==> config.mk <==
export PLATFORM = sky130hd
export DESIGN_NAME = svc_watchdog
export DESIGN_NICKNAME = d
export VERILOG_FILES = /design/src/rtl/svc_wdog_pkg.sv /design/src/rtl/svc_wdog_prescaler.sv /design/src/rtl/svc_wdog_counter.sv /design/src/rtl/svc_wdog_pulse.sv /design/src/rtl/svc_wdog_flag.sv /design/src/rtl/svc_watchdog.sv
export SDC_FILE = /design/constraint.sdc
export NUM_CORES = 1
export LEC_CHECK = 0
export BUFFER_PORTS_ARGS = -buffer_cell sky130_fd_sc_hd__buf_4
export CELL_PAD_IN_SITES_DETAIL_PLACEMENT = 0
export CELL_PAD_IN_SITES_GLOBAL_PLACEMENT = 1
export CORE_ASPECT_RATIO = 1.25
export CORE_UTILIZATION = 47
export CTS_CLUSTER_DIAMETER = 50
export DETAILED_ROUTE_END_ITERATION = 10
export PLACE_DENSITY = 0.86
export RECOVER_POWER = 25
export SETUP_SLACK_MARGIN = 0.15
export SYNTH_ARGS = -nofsm -noshare
export SYNTH_HDL_FRONTEND = slang
export SYNTH_HIERARCHICAL = 1
export SYNTH_SLANG_ARGS = --single-unit
==> constraint.sdc <==
create_clock -name clk_osc -period 7.4 [get_ports clk_osc]
set_input_delay 2.22 -clock clk_osc [delete_from_list [all_inputs] [get_ports clk_osc]]
set_output_delay 2.22 -clock clk_osc [all_outputs]
set_load 0.005 [all_outputs]
==> src/rtl/svc_wdog_pkg.sv <==
package svc_wdog_pkg;

  // Operation applied to the prescaler on the next edge
  typedef enum logic [2:0] {
    PS_RUN   = 3'd0,
    PS_FREE  = 3'd1,
    PS_SVC   = 3'd2,
    PS_STOP  = 3'd3,
    PS_CLEAR = 3'd4
  } ps_op_e;

  // Priority: internal reset, start-up lap, stop entry, service, run
  function automatic ps_op_e ps_pick(input logic irst, input logic startup,
                                     input logic stop, input logic svc);
    if (irst)    return PS_CLEAR;
    if (startup) return PS_FREE;
    if (stop)    return PS_STOP;
    if (svc)     return PS_SVC;
    return PS_RUN;
  endfunction

  // Watchdog counter is cleared by internal reset, held in start-up, cleared by service
  function automatic logic wd_clear(input logic irst, input logic startup,
                                    input logic svc);
    return irst | startup | svc;
  endfunction

endpackage

==> src/rtl/svc_wdog_prescaler.sv <==
module svc_wdog_prescaler
  import svc_wdog_pkg::*;
#(
  parameter int PRE_W     = 12,
  parameter int SHORT_TAP = 7,
  parameter int KEEP_W    = 4
) (
  input  logic             clk,
  input  logic             por,
  input  ps_op_e           op,
  input  logic             rate_sel,
  output logic [PRE_W-1:0] pre_q,
  output logic             tick,
  output logic             startup_q
);

  // carry[i] is high when prescaler bits [i:0] are all ones
  logic [PRE_W-1:0] carry;

  assign carry[0] = pre_q[0];
  for (genvar i = 1; i < PRE_W; i++) begin : g_carry
    assign carry[i] = carry[i-1] & pre_q[i];
  end

  function automatic logic [PRE_W-1:0] f_next(input logic [PRE_W-1:0] cur,
                                               input ps_op_e o);
    logic [PRE_W-1:0] inc;
    inc = cur + 1'b1;
    case (o)
      PS_CLEAR, PS_STOP: return '0;
      PS_SVC: begin
        inc[PRE_W-1:KEEP_W] = '0;
        return inc;
      end
      default: return inc;
    endcase
  endfunction

  always_ff @(posedge clk or posedge por) begin
    if (por) begin
      pre_q     <= '0;
      startup_q <= 1'b1;
    end else begin
      pre_q <= f_next(pre_q, op);
      if (startup_q && carry[PRE_W-1]) startup_q <= 1'b0;
    end
  end

  assign tick = !startup_q && (rate_sel ? carry[SHORT_TAP-1] : carry[PRE_W-1]);

endmodule

==> src/rtl/svc_wdog_counter.sv <==
module svc_wdog_counter #(
  parameter int WD_W = 6
) (
  input  logic            clk,
  input  logic            por,
  input  logic            clr,
  input  logic            tick,
  input  logic            mask,
  output logic [WD_W-1:0] cnt_q,
  output logic            ovf
);

  // Overflow: rollover on a tick, unless cleared this edge or masked
  assign ovf = tick && (&cnt_q) && !clr && !mask;

  always_ff @(posedge clk or posedge por) begin
    if (por)       cnt_q <= '0;
    else if (clr)  cnt_q <= '0;
    else if (tick) cnt_q <= cnt_q + 1'b1;
  end

endmodule

==> src/rtl/svc_wdog_pulse.sv <==
module svc_wdog_pulse #(
  parameter int PULSE_LEN = 32
) (
  input  logic clk,
  input  logic por,
  input  logic fire,
  output logic rst_n
);

  localparam int CW = $clog2(PULSE_LEN + 1);

  logic [CW-1:0] left_q;

  always_ff @(posedge clk or posedge por) begin
    if (por)                 left_q <= '0;
    else if (fire)           left_q <= CW'(PULSE_LEN);
    else if (left_q != '0)   left_q <= left_q - 1'b1;
  end

  assign rst_n = (left_q == '0);

endmodule

==> src/rtl/svc_wdog_flag.sv <==
module svc_wdog_flag #(
  parameter bit READ_CLEAR = 1'b1
) (
  input  logic clk,
  input  logic por,
  input  logic set,
  input  logic rd,
  output logic flag_q
);

  logic clr;
  assign clr = READ_CLEAR ? rd : 1'b0;

  always_ff @(posedge clk or posedge por) begin
    if (por)      flag_q <= 1'b0;
    else if (set) flag_q <= 1'b1;
    else if (clr) flag_q <= 1'b0;
  end

endmodule

==> src/rtl/svc_watchdog.sv <==
module svc_watchdog
  import svc_wdog_pkg::*;
#(
  parameter int         PRE_W      = 12,
  parameter int         SHORT_TAP  = 7,
  parameter int         WD_W       = 6,
  parameter int         KEEP_W     = 4,
  parameter int         PULSE_LEN  = 32,
  parameter logic [7:0] CONST_BYTE = 8'h5C,
  parameter bit         READ_CLEAR = 1'b1
) (
  input  logic       clk_osc,
  input  logic       por_i,
  input  logic       irst_i,
  input  logic       svc_wr_i,
  input  logic       svc_rd_i,
  output logic [7:0] rd_data_o,
  input  logic       rate_sel_i,
  input  logic       stop_i,
  input  logic       wd_dis_i,
  input  logic       stat_rd_i,
  output logic       cause_o,
  output logic       rst_n_o
);

  // Named internal events, visible to the bound checker
  ps_op_e            op_w;
  logic [PRE_W-1:0]  pre_w;
  logic              tick_w;
  logic              startup_w;
  logic              wd_clr_w;
  logic [WD_W-1:0]   wdc_w;
  logic              ovf_w;

  assign op_w     = ps_pick(irst_i, startup_w, stop_i, svc_wr_i);
  assign wd_clr_w = wd_clear(irst_i, startup_w, svc_wr_i);

  svc_wdog_prescaler #(
    .PRE_W(PRE_W), .SHORT_TAP(SHORT_TAP), .KEEP_W(KEEP_W)
  ) u_pre (
    .clk(clk_osc), .por(por_i), .op(op_w), .rate_sel(rate_sel_i),
    .pre_q(pre_w), .tick(tick_w), .startup_q(startup_w)
  );

  svc_wdog_counter #(.WD_W(WD_W)) u_cnt (
    .clk(clk_osc), .por(por_i), .clr(wd_clr_w), .tick(tick_w),
    .mask(wd_dis_i), .cnt_q(wdc_w), .ovf(ovf_w)
  );

  svc_wdog_pulse #(.PULSE_LEN(PULSE_LEN)) u_pulse (
    .clk(clk_osc), .por(por_i), .fire(ovf_w), .rst_n(rst_n_o)
  );

  svc_wdog_flag #(.READ_CLEAR(READ_CLEAR)) u_flag (
    .clk(clk_osc), .por(por_i), .set(ovf_w), .rd(stat_rd_i), .flag_q(cause_o)
  );

  assign rd_data_o = svc_rd_i ? CONST_BYTE : 8'h00;

endmodule

==> results.md <==
- Run status: complete, no violations
- Detailed Route WL: 2.30 mm
- Leak Pwr: 0.000701 µW
- Nets: 169
- Pre-CTS setup slack: 2.53 ns
- Via count: 1019
- Largest family of logic cells by synthesized area: simple AND/OR/NAND/NOR gates
- Netlist cell types: 36
- EDFF count, synth: 0
- Detail Placement HPWL: 1.74 mm
- Reg clk slew, reported paths: 0.14 ns
- Final hold violations: 0
- Fill cells: 296
- Max Fclk: 223 MHz
- Worst-margin pin slew: 1.21 ns
- N_diodes: 0
- Final setup fails: 0
- Final period util: 0.607
- Antenna violations before repair: 0
- Register bit count reported by yosys: 26
- Pins Over Slew Limit: 0
- Setup ws final: 2.91 ns
- Synth warn: 6
- DRC marker count from the first detailed-route iteration: 19
- Post-Synthesis Cells: 147
- Post-Synth Simple-Gate Area: 0.236
- Clock Skew: 0.0111 ns
- Worst Path Required: 7.61 ns
- CP Class: input port to flop
- Post-synth ARST share: 1.00
- Core area: 2920 µm²
- CTS Hold Bufs: 0
- CTS root buf: clkbuf_4
- Post-cts gate resize count: 0
- Share of cells above drive strength 1: 0.149
- Min-delay worst type: flop to flop
- Max Cap Viol: 0
- H-tree levels: 1
- CP Data Arrival Time: 4.70 ns
- Peak per-stage delay on the critical path: 1.02 ns
- Synth Area in Adders: 0.0438
- CP startpoint kind: input port
- Main synth FF type: dfrtp_1
- Routed Antenna Nets: 0
- Mapped Area: 1430 µm²
- Routed wire length per instance: 12.1 µm
- Drc violations: 0
- Crit Path Max Fanout: 9
- Sink Count: 26
- Slowest cell on the critical path: nor4_1
- Die Height: 63.6 µm
- Slew HR: 0.186
- Clk buf depth: 2
- Crit path cell chain: buf_4, a21oi_1, nor4_1, nand4_1, nor4_1, nor2_1, mux2_4
- Tmin final: 4.49 ns
- Grt ovf: 0
- Via density: 5.36
- Total global-route track usage: 0.169
- GPL Wtd Cong: 0.792
- Largest net degree at the start of global routing: 15
- Sum of negative setup slack: 0 ns
- CTS Buf Count: 3
- Area Overhead vs Synth: 5.78%
- Most used cell, CP: nor4_1
- Rows: 22
- CTS tree: built
- Seq/Total Area, Yosys: 0.456
- Mux cell area share after synthesis: 0.0280
- Number of global-route vias before repair: 993
- Wire length of the first global-routing pass: 4.24 mm
- DIE AREA: 3270 µm²
- Post-CTS setup buffer count: 0
- Worst skew pair latency: 0.32 ns
- Pwr/cell area: 163 nW/µm²
- Mapped Avg Cell Area: 9.72 µm²
- Synth Area in Compound Gates: 0.111
- Post-synthesis xor/xnor area fraction: 0.0429
- Initial core utilization: 0.490
- IO Pins: 19
- Die Wd: 51.3 µm
- RSZ-0062 raised after global routing: no
- Port bufs: 9
- Number of detailed-route iterations in the first pass: 4
- VDD IR max: 0.0000880 V
- CP endpoint kind: flop
[sequential cells by signal, summed over array words and instances (netlist names)]
signal	count
u_flag/flag_q	1
u_pulse/left_q	6
u_pre/pre_q	12
u_pre/startup_q	1
u_cnt/cnt_q	6
[per-layer routing]
layer	share of wire	GRT usage	up-vias
met2	0.50	0.283	15
met5	0	0	-
met3	0.027	0.0242	4
met4	0.019	0.0912	0
met1	0.46	0.205	487
li1	-	-	513
[worst max-delay path, delay by kind of cell]
kind | cells | cell delay (ns)
AND/OR/NAND/NOR | 4 | 2.08
multiplexers | 1 | 0.30
buffers and inverters | 1 | 0.07
AO/OA/AOI/OAI | 1 | 0.03
[cells in the mapped netlist (2+ instances only)]
master   instances  share of area
nor3_1           2         0.0070
nor4_1           4          0.018
or2b_1           2          0.011
dfrtp_1         25           0.44
nand4_2          2          0.018
xnor2_1          2          0.012
nand3_2          2          0.014
inv_1           13          0.034
xor2_1           5          0.031
ha_1             5          0.044
mux2_4           2          0.021
or4_1            4          0.021
nand2_1          7          0.018
o21ai_0          6          0.021
nand3_1          4          0.014
buf_4            8          0.042
a21oi_1         11          0.039
or3_1            4          0.018
nand4_1          2         0.0088
nor2_1          17          0.045
o31ai_1          5          0.026
[through the flow]
step / area, µm² / hold slack [ns] / total power (µW) / util / instances
floorplan: 1440 / 0.453 / 183 / - / 150
global placement: 1490 / 0.467 / 188 / 0.510 / 186
detailed placement: 1490 / 0.475 / 189 / 0.510 / 186
CTS: 1520 / 0.494 / 251 / 0.519 / 190
global route: 1510 / 0.508 / 264 / 0.518 / 190
finish: 1510 / 0.489 / 247 / 0.518 / 190
[power by group]
group	switching [µW]	leakage, µW	internal, µW
sequential	8.55	0.000355	150
combinational	16.1	0.000331	10.9
clock	40.7	0.0000150	21.1
total	65.3	0.000701	182
[final cells by class]
cell class | count | area [µm²] | area share
tap | 36 | 45.0 | 0.0298
timing repair buffer | 9 | 63.8 | 0.0422
clock buffer | 4 | 26.3 | 0.0174
multi-input combinational | 102 | 676 | 0.447
sequential | 26 | 652 | 0.431
inverter | 13 | 48.8 | 0.0323
[final timing paths]
check / startpoint / to / slack [ns] / cells past startpoint
max: rate_sel_i / u_pulse/left_q[1]$_DFFE_PP0P_ / 2.91 / 7
min: u_pre/pre_q[0]$_DFF_PP0_ / u_pre/pre_q[0]$_DFF_PP0_ / 0.49 / 1
max reg2reg: u_pre/pre_q[0]$_DFF_PP0_ / u_pulse/left_q[1]$_DFFE_PP0P_ / 3.97 / 8
min reg2reg: u_pre/pre_q[0]$_DFF_PP0_ / u_pre/pre_q[0]$_DFF_PP0_ / 0.49 / 1
max in group asynchronous: por_i / u_pre/startup_q$_DFFE_PP1P_ / 5.07 / 2
min in group asynchronous: por_i / u_flag/flag_q$_DFFE_PP0P_ / 1.76 / 2
[cells in the final DEF (no fill, tap or decap), types with 3 or more instances in the layout]
cell type  count
dfrtp_1       25
nor2_1        17
inv_1         13
a21oi_1       11
buf_4          8
nand2_1        7
o21ai_0        6
xor2_1         5
ha_1           5
o31ai_1        5
or3_1          4
conb_1         4
nor4_1         4
nand3_1        4
or4_1          4
clkbuf_4       3
[logic make-up (layout without fill, tap and decap cells)]
family          Yosys count  count (layout)
buf+inv                  22              26
other cells               1               4
mux                       3               3
flops                    26              26
fa+ha+maj                 5               5
simple gates             57              57
xor+xnor                  7               7
compound gates           26              26
Power figures use the tool's default switching activity.
